File: src/rtl/rx_flush_pkg.sv
package rx_flush_pkg;
  // Strobes issued by the control to the timer datapath
  typedef struct packed {
    logic restart;  // clear the millisecond count
    logic advance;  // add one millisecond
  } timerCtrl_t;
endpackage

File: src/rtl/rx_flush_datapath.sv
module rx_flush_datapath
  import rx_flush_pkg::*;
#(
  parameter int LEVEL_W = 10,
  parameter int BYTE_W = 8,
  parameter int TIME_W = 8,
  parameter int RESET_TIMEOUT = 16
) (
  input  logic               clk,
  input  logic               rstN,
  input  timerCtrl_t         ctrl,
  input  logic               cfgWrite,
  input  logic [TIME_W-1:0]  cfgTimeout,
  input  logic               fifoPush,
  input  logic [BYTE_W-1:0]  pushByte,
  input  logic               evtEnable,
  input  logic [BYTE_W-1:0]  evtChar,
  input  logic [LEVEL_W-1:0] fifoLevel,
  input  logic [LEVEL_W-1:0] pktThreshold,
  output logic               expireNext,
  output logic               evtHit,
  output logic               overThresh,
  output logic               levelNonZero
);
  localparam int CMP_W = TIME_W + 1;
  localparam logic [TIME_W-1:0] DEFAULT_LIMIT = TIME_W'(RESET_TIMEOUT);
  localparam logic [TIME_W-1:0] MIN_LIMIT = TIME_W'(1);

  logic [TIME_W-1:0] limitReg;
  logic [TIME_W-1:0] msCount;

  // Deadline register; a zero write is taken as the minimum deadline
  always_ff @(posedge clk or negedge rstN) begin
    if (!rstN) begin
      limitReg <= DEFAULT_LIMIT;
    end else if (cfgWrite) begin
      limitReg <= (cfgTimeout == '0) ? MIN_LIMIT : cfgTimeout;
    end
  end

  // Millisecond counter
  always_ff @(posedge clk or negedge rstN) begin
    if (!rstN) begin
      msCount <= '0;
    end else if (ctrl.restart) begin
      msCount <= '0;
    end else if (ctrl.advance) begin
      msCount <= msCount + 1'b1;
    end
  end

  // Compare one bit wider so the count cannot wrap past the limit
  assign expireNext   = (CMP_W'(msCount) + CMP_W'(1)) >= CMP_W'(limitReg);
  assign evtHit       = fifoPush && evtEnable && (pushByte == evtChar);
  assign overThresh   = (pktThreshold != '0) && (fifoLevel >= pktThreshold);
  assign levelNonZero = (fifoLevel != '0);
endmodule

File: src/rtl/rx_flush_control.sv
module rx_flush_control
  import rx_flush_pkg::*;
(
  input  logic       clk,
  input  logic       rstN,
  input  logic       msTick,
  input  logic       fifoPush,
  input  logic       flushAck,
  input  logic       expireNext,
  input  logic       evtHit,
  input  logic       overThresh,
  input  logic       levelNonZero,
  output timerCtrl_t ctrl,
  output logic       flushReq
);
  logic armed;
  logic ackTaken;
  logic fire;

  assign ackTaken     = flushReq && flushAck;
  assign ctrl.advance = msTick && armed && levelNonZero && !flushReq && !fifoPush;
  assign fire         = !flushReq && (evtHit || overThresh || (ctrl.advance && expireNext));
  assign ctrl.restart = fifoPush || ackTaken || fire;

  always_ff @(posedge clk or negedge rstN) begin
    if (!rstN) begin
      flushReq <= 1'b0;
      armed    <= 1'b0;
    end else begin
      if (ackTaken) begin
        flushReq <= 1'b0;
      end else if (fire) begin
        flushReq <= 1'b1;
      end
      if (fifoPush) begin
        armed <= 1'b1;
      end else if (ackTaken) begin
        armed <= 1'b0;
      end
    end
  end
endmodule

File: src/rtl/rx_flush_timer.sv
module rx_flush_timer
  import rx_flush_pkg::*;
#(
  parameter int LEVEL_W = 10,
  parameter int BYTE_W = 8,
  parameter int TIME_W = 8,
  parameter int RESET_TIMEOUT = 16
) (
  input  logic               clk,
  input  logic               rstN,
  input  logic               msTick,
  input  logic [LEVEL_W-1:0] fifoLevel,
  input  logic               fifoPush,
  input  logic [BYTE_W-1:0]  pushByte,
  input  logic               cfgWrite,
  input  logic [TIME_W-1:0]  cfgTimeout,
  input  logic               evtEnable,
  input  logic [BYTE_W-1:0]  evtChar,
  input  logic [LEVEL_W-1:0] pktThreshold,
  input  logic               flushAck,
  output logic               flushReq
);
  timerCtrl_t ctrl;
  logic expireNext;
  logic evtHit;
  logic overThresh;
  logic levelNonZero;

  rx_flush_datapath #(
    .LEVEL_W(LEVEL_W), .BYTE_W(BYTE_W), .TIME_W(TIME_W), .RESET_TIMEOUT(RESET_TIMEOUT)
  ) uData (
    .clk(clk), .rstN(rstN), .ctrl(ctrl),
    .cfgWrite(cfgWrite), .cfgTimeout(cfgTimeout),
    .fifoPush(fifoPush), .pushByte(pushByte),
    .evtEnable(evtEnable), .evtChar(evtChar),
    .fifoLevel(fifoLevel), .pktThreshold(pktThreshold),
    .expireNext(expireNext), .evtHit(evtHit),
    .overThresh(overThresh), .levelNonZero(levelNonZero)
  );

  rx_flush_control uCtrl (
    .clk(clk), .rstN(rstN), .msTick(msTick), .fifoPush(fifoPush),
    .flushAck(flushAck), .expireNext(expireNext), .evtHit(evtHit),
    .overThresh(overThresh), .levelNonZero(levelNonZero),
    .ctrl(ctrl), .flushReq(flushReq)
  );
endmodule

File: config.mk
export PLATFORM = sky130hd
export DESIGN_NAME = rx_flush_timer
export DESIGN_NICKNAME = d
export VERILOG_FILES = /design/src/rtl/rx_flush_pkg.sv /design/src/rtl/rx_flush_datapath.sv /design/src/rtl/rx_flush_control.sv /design/src/rtl/rx_flush_timer.sv
export SDC_FILE = /design/constraint.sdc
export NUM_CORES = 1
export LEC_CHECK = 0
export ABC_CLOCK_PERIOD_IN_PS = 4170
export CORE_MARGIN = 2
export CORE_UTILIZATION = 23
export CTS_CLUSTER_DIAMETER = 100
export DETAILED_ROUTE_END_ITERATION = 10
export GPL_ROUTABILITY_DRIVEN = 0
export PLACE_DENSITY_LB_ADDON = 0.3
export SYNTH_ARGS = -nofsm -noshare
export SYNTH_HDL_FRONTEND = slang
export SYNTH_SLANG_ARGS = --single-unit
File: constraint.sdc
create_clock -name clk -period 4.17 [get_ports clk]
set_input_delay 1.0425 -clock clk [delete_from_list [all_inputs] [get_ports clk]]
set_output_delay 1.0425 -clock clk [all_outputs]
set_load 0.03 [all_outputs]
## Word-level counts from Yosys, hierarchy flattened

Index checks and enable logic that the tools add are counted.

| storage, ports and cells | value |
|---|---|
| bits in registers | 18 |
| latch bits | 0 |
| memory bits (writable) | 0 |
| ROM bits | 0 |
| input port bits | 51 |
| output and inout port bits | 1 |
| logic and storage cells | 38 |
| memories kept | 0 |

| operators by class | value |
|---|---|
| add/subtract/negate cells | 2 |
| $mul | 0 |
| div/mod/pow operators | 0 |
| magnitude comparators | 2 |
| equality and inequality tests | 1 |
| shift operators | 0 |
| multiplexer cells | 7 |
| bitwise gates (word level) | 0 |
| reduce and logical (&&, ||, !) cells | 22 |

Operator list:

| operator | count |
|---|---|
| 8-bit two-way mux | 3 |
| 10-bit nonzero test | 2 |
| 10-bit >= comparator | 1 |
| 1-bit logical AND | 10 |
| 8-bit by 1-bit adder with 9-bit output (second input constant) | 1 |
| 9-bit by 8-bit >= comparator with 1-bit output | 1 |
| 8-bit by 1-bit adder with 8-bit output (second input constant) | 1 |
| 8-bit equality test | 1 |
| 8-bit zero test | 1 |
| 2-bit nonzero test | 3 |
| 1-bit logical OR | 4 |
| 1-bit two-way mux | 4 |
| 1-bit zero test | 2 |

## Logic depth before layout (Yosys ltp)

| logic depth | value |
|---|---|
| depth in word-level cells | 9 |
| mapped depth | 10 |
| depth with buffers taken out | 10 |

## Modules after synthesis

Synthesis repeated with hierarchy kept, for this count alone.

| second synthesis, totals | value |
|---|---|
| cells, all modules | 167 |
| area, all modules | 1458.9 µm² |

By module, submodules not included:

| module | instances | cells each | area an instance (µm²) | seq. area each (µm²) |
|---|---|---|---|---|
| rx_flush_datapath | 1 | 155 | 1333.8 | 401.6 |
| rx_flush_control | 1 | 12 | 125.1 | 50.0 |

## Worst setup path after synthesis

Ideal clock, no wire load.

| timing | value |
|---|---|
| path type | register to register |
| start point | reg uData.msCount[0] |
| end point | reg uCtrl.flushReq |
| library setup time | 0.124 ns |
| data arrival time | 2.455 ns |
| data required time | 4.046 ns |
| slack | 1.591 ns |
| cell stages (with the launch flop) | 10 |
| path buffers | 0 |
| period minus slack after synthesis | 2.579 ns |
| cells stage by stage | dfrtp_1 ha_1 and3_4 and3_2 xor2_1 ha_1 a21o_1 a211oi_1 a31oi_4 o31a_1 |

| between the ends | value |
|---|---|
| cells in the longest elaborated chain, start to end | 6 |

RTL lines:

| what | line | text |
|---|---|---|
| start, declared | rx_flush_datapath.sv:30 | `logic [TIME_W-1:0] msCount;` |
| start signal, assigned | rx_flush_datapath.sv:48 | `msCount <= msCount + 1'b1;` |
| 8-bit by 1-bit adder with 9-bit output | rx_flush_datapath.sv:53 | `assign expireNext = (CMP_W'(msCount) + CMP_W'(1)) >= CMP_W'(limitReg);` |
| 9-bit by 8-bit >= comparator with 1-bit output | rx_flush_datapath.sv:53 |  |
| 1-bit logical AND | rx_flush_control.sv:22 | `assign fire = !flushReq && (evtHit \|\| overThresh \|\| (ctrl.advance && expireNext));` |
| 1-bit logical OR | rx_flush_control.sv:22 |  |
| 1-bit logical AND | rx_flush_control.sv:22 |  |
| 2-bit nonzero test (no source line) | - |  |
| end signal, assigned | rx_flush_control.sv:27 | `flushReq <= 1'b0;` |
| end signal, assigned | rx_flush_control.sv:31 | `flushReq <= 1'b0;` |
| end signal, assigned | rx_flush_control.sv:33 | `flushReq <= 1'b1;` |
| end, declared | rx_flush_control.sv:14 | `output logic flushReq` |

Every way passes these cells.
A chain may end at the register's enable or synchronous reset.

## Worst setup path after layout

| timing | value |
|---|---|
| start point | in fifoLevel[0] |
| end point | reg uData.msCount[2] |

| between the ends | value |
|---|---|
| cells in the longest elaborated chain, start to end | 9 |
| elaborated cells on any way between the ends | 13 |
| those cells by class | 1 x order compare; 1 x mux; 11 x reduce/logical |

RTL lines:

| what | line | text |
|---|---|---|
| start, declared | rx_flush_timer.sv:12 | `input logic [LEVEL_W-1:0] fifoLevel,` |
| parallel branches: the longest is 9 deep, another holds 10-bit >= comparator | - |  |

Parallel ways; which one is timed is not known.

==> results.toml <==
[synth]
syn-instance-count = 163
async_flop_share_pct = 100
ys_ff_latch = 18
synth_edf_count = 0
synth_ff_type = "dfrtp_1"
synthesis.nets = 233
yosysWarnings = 0
avgSynthCellArea_sq_um = 9.26
synthesis.area_sq_mm = 0.00151
yosysSeqAreaShare_pct = 29.9
ys_types = 37

[setup_path]
reg2reg_slack_ns = 1.41
cp-end-kind = "flip-flop"
crit_end = "uData.msCount[2]"
cp_max_fo = 8
reg2reg_to = "uCtrl.flushReq"
crit_path_start_kind = "input pin"
r2r_start = "uData.msCount[0]"
crit_start = "fifoLevel[0]"
worstPathArrival_ns = 2.94
crit_type = "input pin to flip-flop"
reg2reg_depth = 9
cp_data_required_time_ns = 4.28

[floorplanning]
core_sq_mm = 0.00635
die_area_sq_mm = 0.00722
die_w_um = 85.0
rows = 29
ioPinCount = 52
die_y_um = 85.0
initial_core_util_pct = 23.8

[global_routing]
antenna_found_initial = 0
grt_max_degree = 19
grt-ovfl-total = 0
first_global_vias = 1321
grt_use_total_pct = 9.47
grt_pass1_wl_um = 5780

[clocking]
path_clk_slew_ns = 0.07
insertion_delay_ns = 0.25
cts_root_buffer = "clkbuf_8"
htreeDepth = 1
cts_tree = "built"
cts_setup_buffers = 0
post_cts_resized = 0
ctsHoldBuffers = 0
cts_num_sinks = 18
cts_buffer_depth = 2
cts_made_buffers = 3

[timing]
rsz0062_at_grt = "no"
finalHoldViolCount = 0
fin_skew_ns = 0.00558
slew_headroom_pct = 44.2
tns_ns = 0
fin_crit_sh_pct = 67.9
slew_violations = 0
min_period_ns = 2.83
setup_ws_ns = 1.34
tightest_slew_ns = 0.835
fmax_ghz = 0.353
hold-worst-slack_ns = 0.482
setup_viol = 0

[placement]
port_buffers = 51
dp_hpwl_um = 2870
pre_cts_ws_ns = 1.07

[drt]
drt_iter0_drc = 41
via_count = 1353
wl_per_cell_um = 11.5
vias_per_cell = 4.60
drc_errors = 0
ant_nets = 0
firstDrtPassIters = 4
wl_um = 3370

[power]
power_uw = 486
leakagePower_uw = 0.000913
peakVddDrop_uv = 112
p_per_area_mw_per_mm2 = 224

[min_path]
hp-class = "flip-flop to flip-flop"
hold_depth = 1

[final_layout]
diodes = 0
fin_util_pct = 34.1
drive_above_1_share_pct = 9.68
final_common_cell = "clkdlybuf4s50_1"
nets = 288
mostFrequentLayoutCells = "51 x clkdlybuf4s50_1, 19 x ha_1, 17 x inv_1, 17 x dfrtp_1, 14 x nand2_1"
area_growth_pct = 43.6

[run_status]
outcome = "finished clean"

[flow_run]
maxCapViolCount = 0
critical path, cell delays in order:
cell             delay, ns
clkdlybuf4s50_1       0.49
inv_1                 0.05
ha_1                  0.27
nor2b_1               0.04
o21ai_0               0.18
nand4_1               0.16
a211oi_2              0.59
nor4_1                0.13
power breakdown:
part | leakage (uW) | switching (uW) | internal [uW]
Sequential | 0.000228 | 10.2 | 187
Combinational | 0.000657 | 66.0 | 80.3
Clock | 0.0000288 | 58.4 | 83.9
Total | 0.000913 | 135 | 351
routing by layer:
| layer | routed length (um) | global-route usage [%] |
|---|---|---|
| met2 | 1730 | 16.3 |
| met5 | 0 | 0 |
| met3 | 79 | 1.17 |
| met1 | 1530 | 12.3 |
| met4 | 40 | 3.03 |
worst min-delay path by stage:
stage	end	start
3_3_place_gp	uCtrl.armed	uCtrl.armed
2_1_floorplan	uCtrl.armed	uCtrl.armed
3_5_place_dp	uCtrl.armed	uCtrl.armed
5_1_grt	uCtrl.armed	uCtrl.armed
4_1_cts	uCtrl.armed	uCtrl.armed
6_report	uCtrl.armed	uCtrl.armed
cell families after synthesis:
group / Yosys count / share of synthesized area [%]
buffers and inverters: 18 / 4.48
AND/OR/NAND/NOR: 57 / 23.3
XOR/XNOR: 21 / 12.2
flip-flops: 18 / 29.9
AO/OA/AOI/OAI: 29 / 13.7
multiplexers: 1 / 0.663
adder cells (fa/ha/maj): 19 / 15.8
cell usage after synthesis (2+ instances only):
cell type  count  area, sq um
a211oi_1       2         15.0
nor4_1         9         56.3
xnor2_1       10         87.6
a21o_1         3         22.5
nand2_1       14         52.6
dfrtp_1       17          425
a21oi_1        8         40.0
a211oi_2       2         25.0
nand4_1        4         25.0
inv_1         17         63.8
xor2_1        11         96.3
nor2_1         6         22.5
o21ai_0        9         45.0
nand3_1        6         30.0
nor4_2         5         62.6
ha_1          19          238
per-stage QoR:
step / cells / instance area, sq um
after floorplan: 163 / 1510
after global placement: 290 / 2110
after detailed placement: 290 / 2110
after CTS: 294 / 2170
after global routing: 294 / 2170
final: 294 / 2170
sequential cells by signal (all words and copies together), names as in the netlist:
register / flops
uCtrl.armed: 1
uData.limitReg: 8
uData.msCount: 8
uCtrl.flushReq: 1
final cells by class:
type	count	area, sq um
multi-input combinational	127	990
tap	77	96.3
timing repair buffer	51	510
fill	641	4180
sequential	18	452
inverter	17	63.8
clock buffer	4	55.1
(Power assumes the default switching activity.)
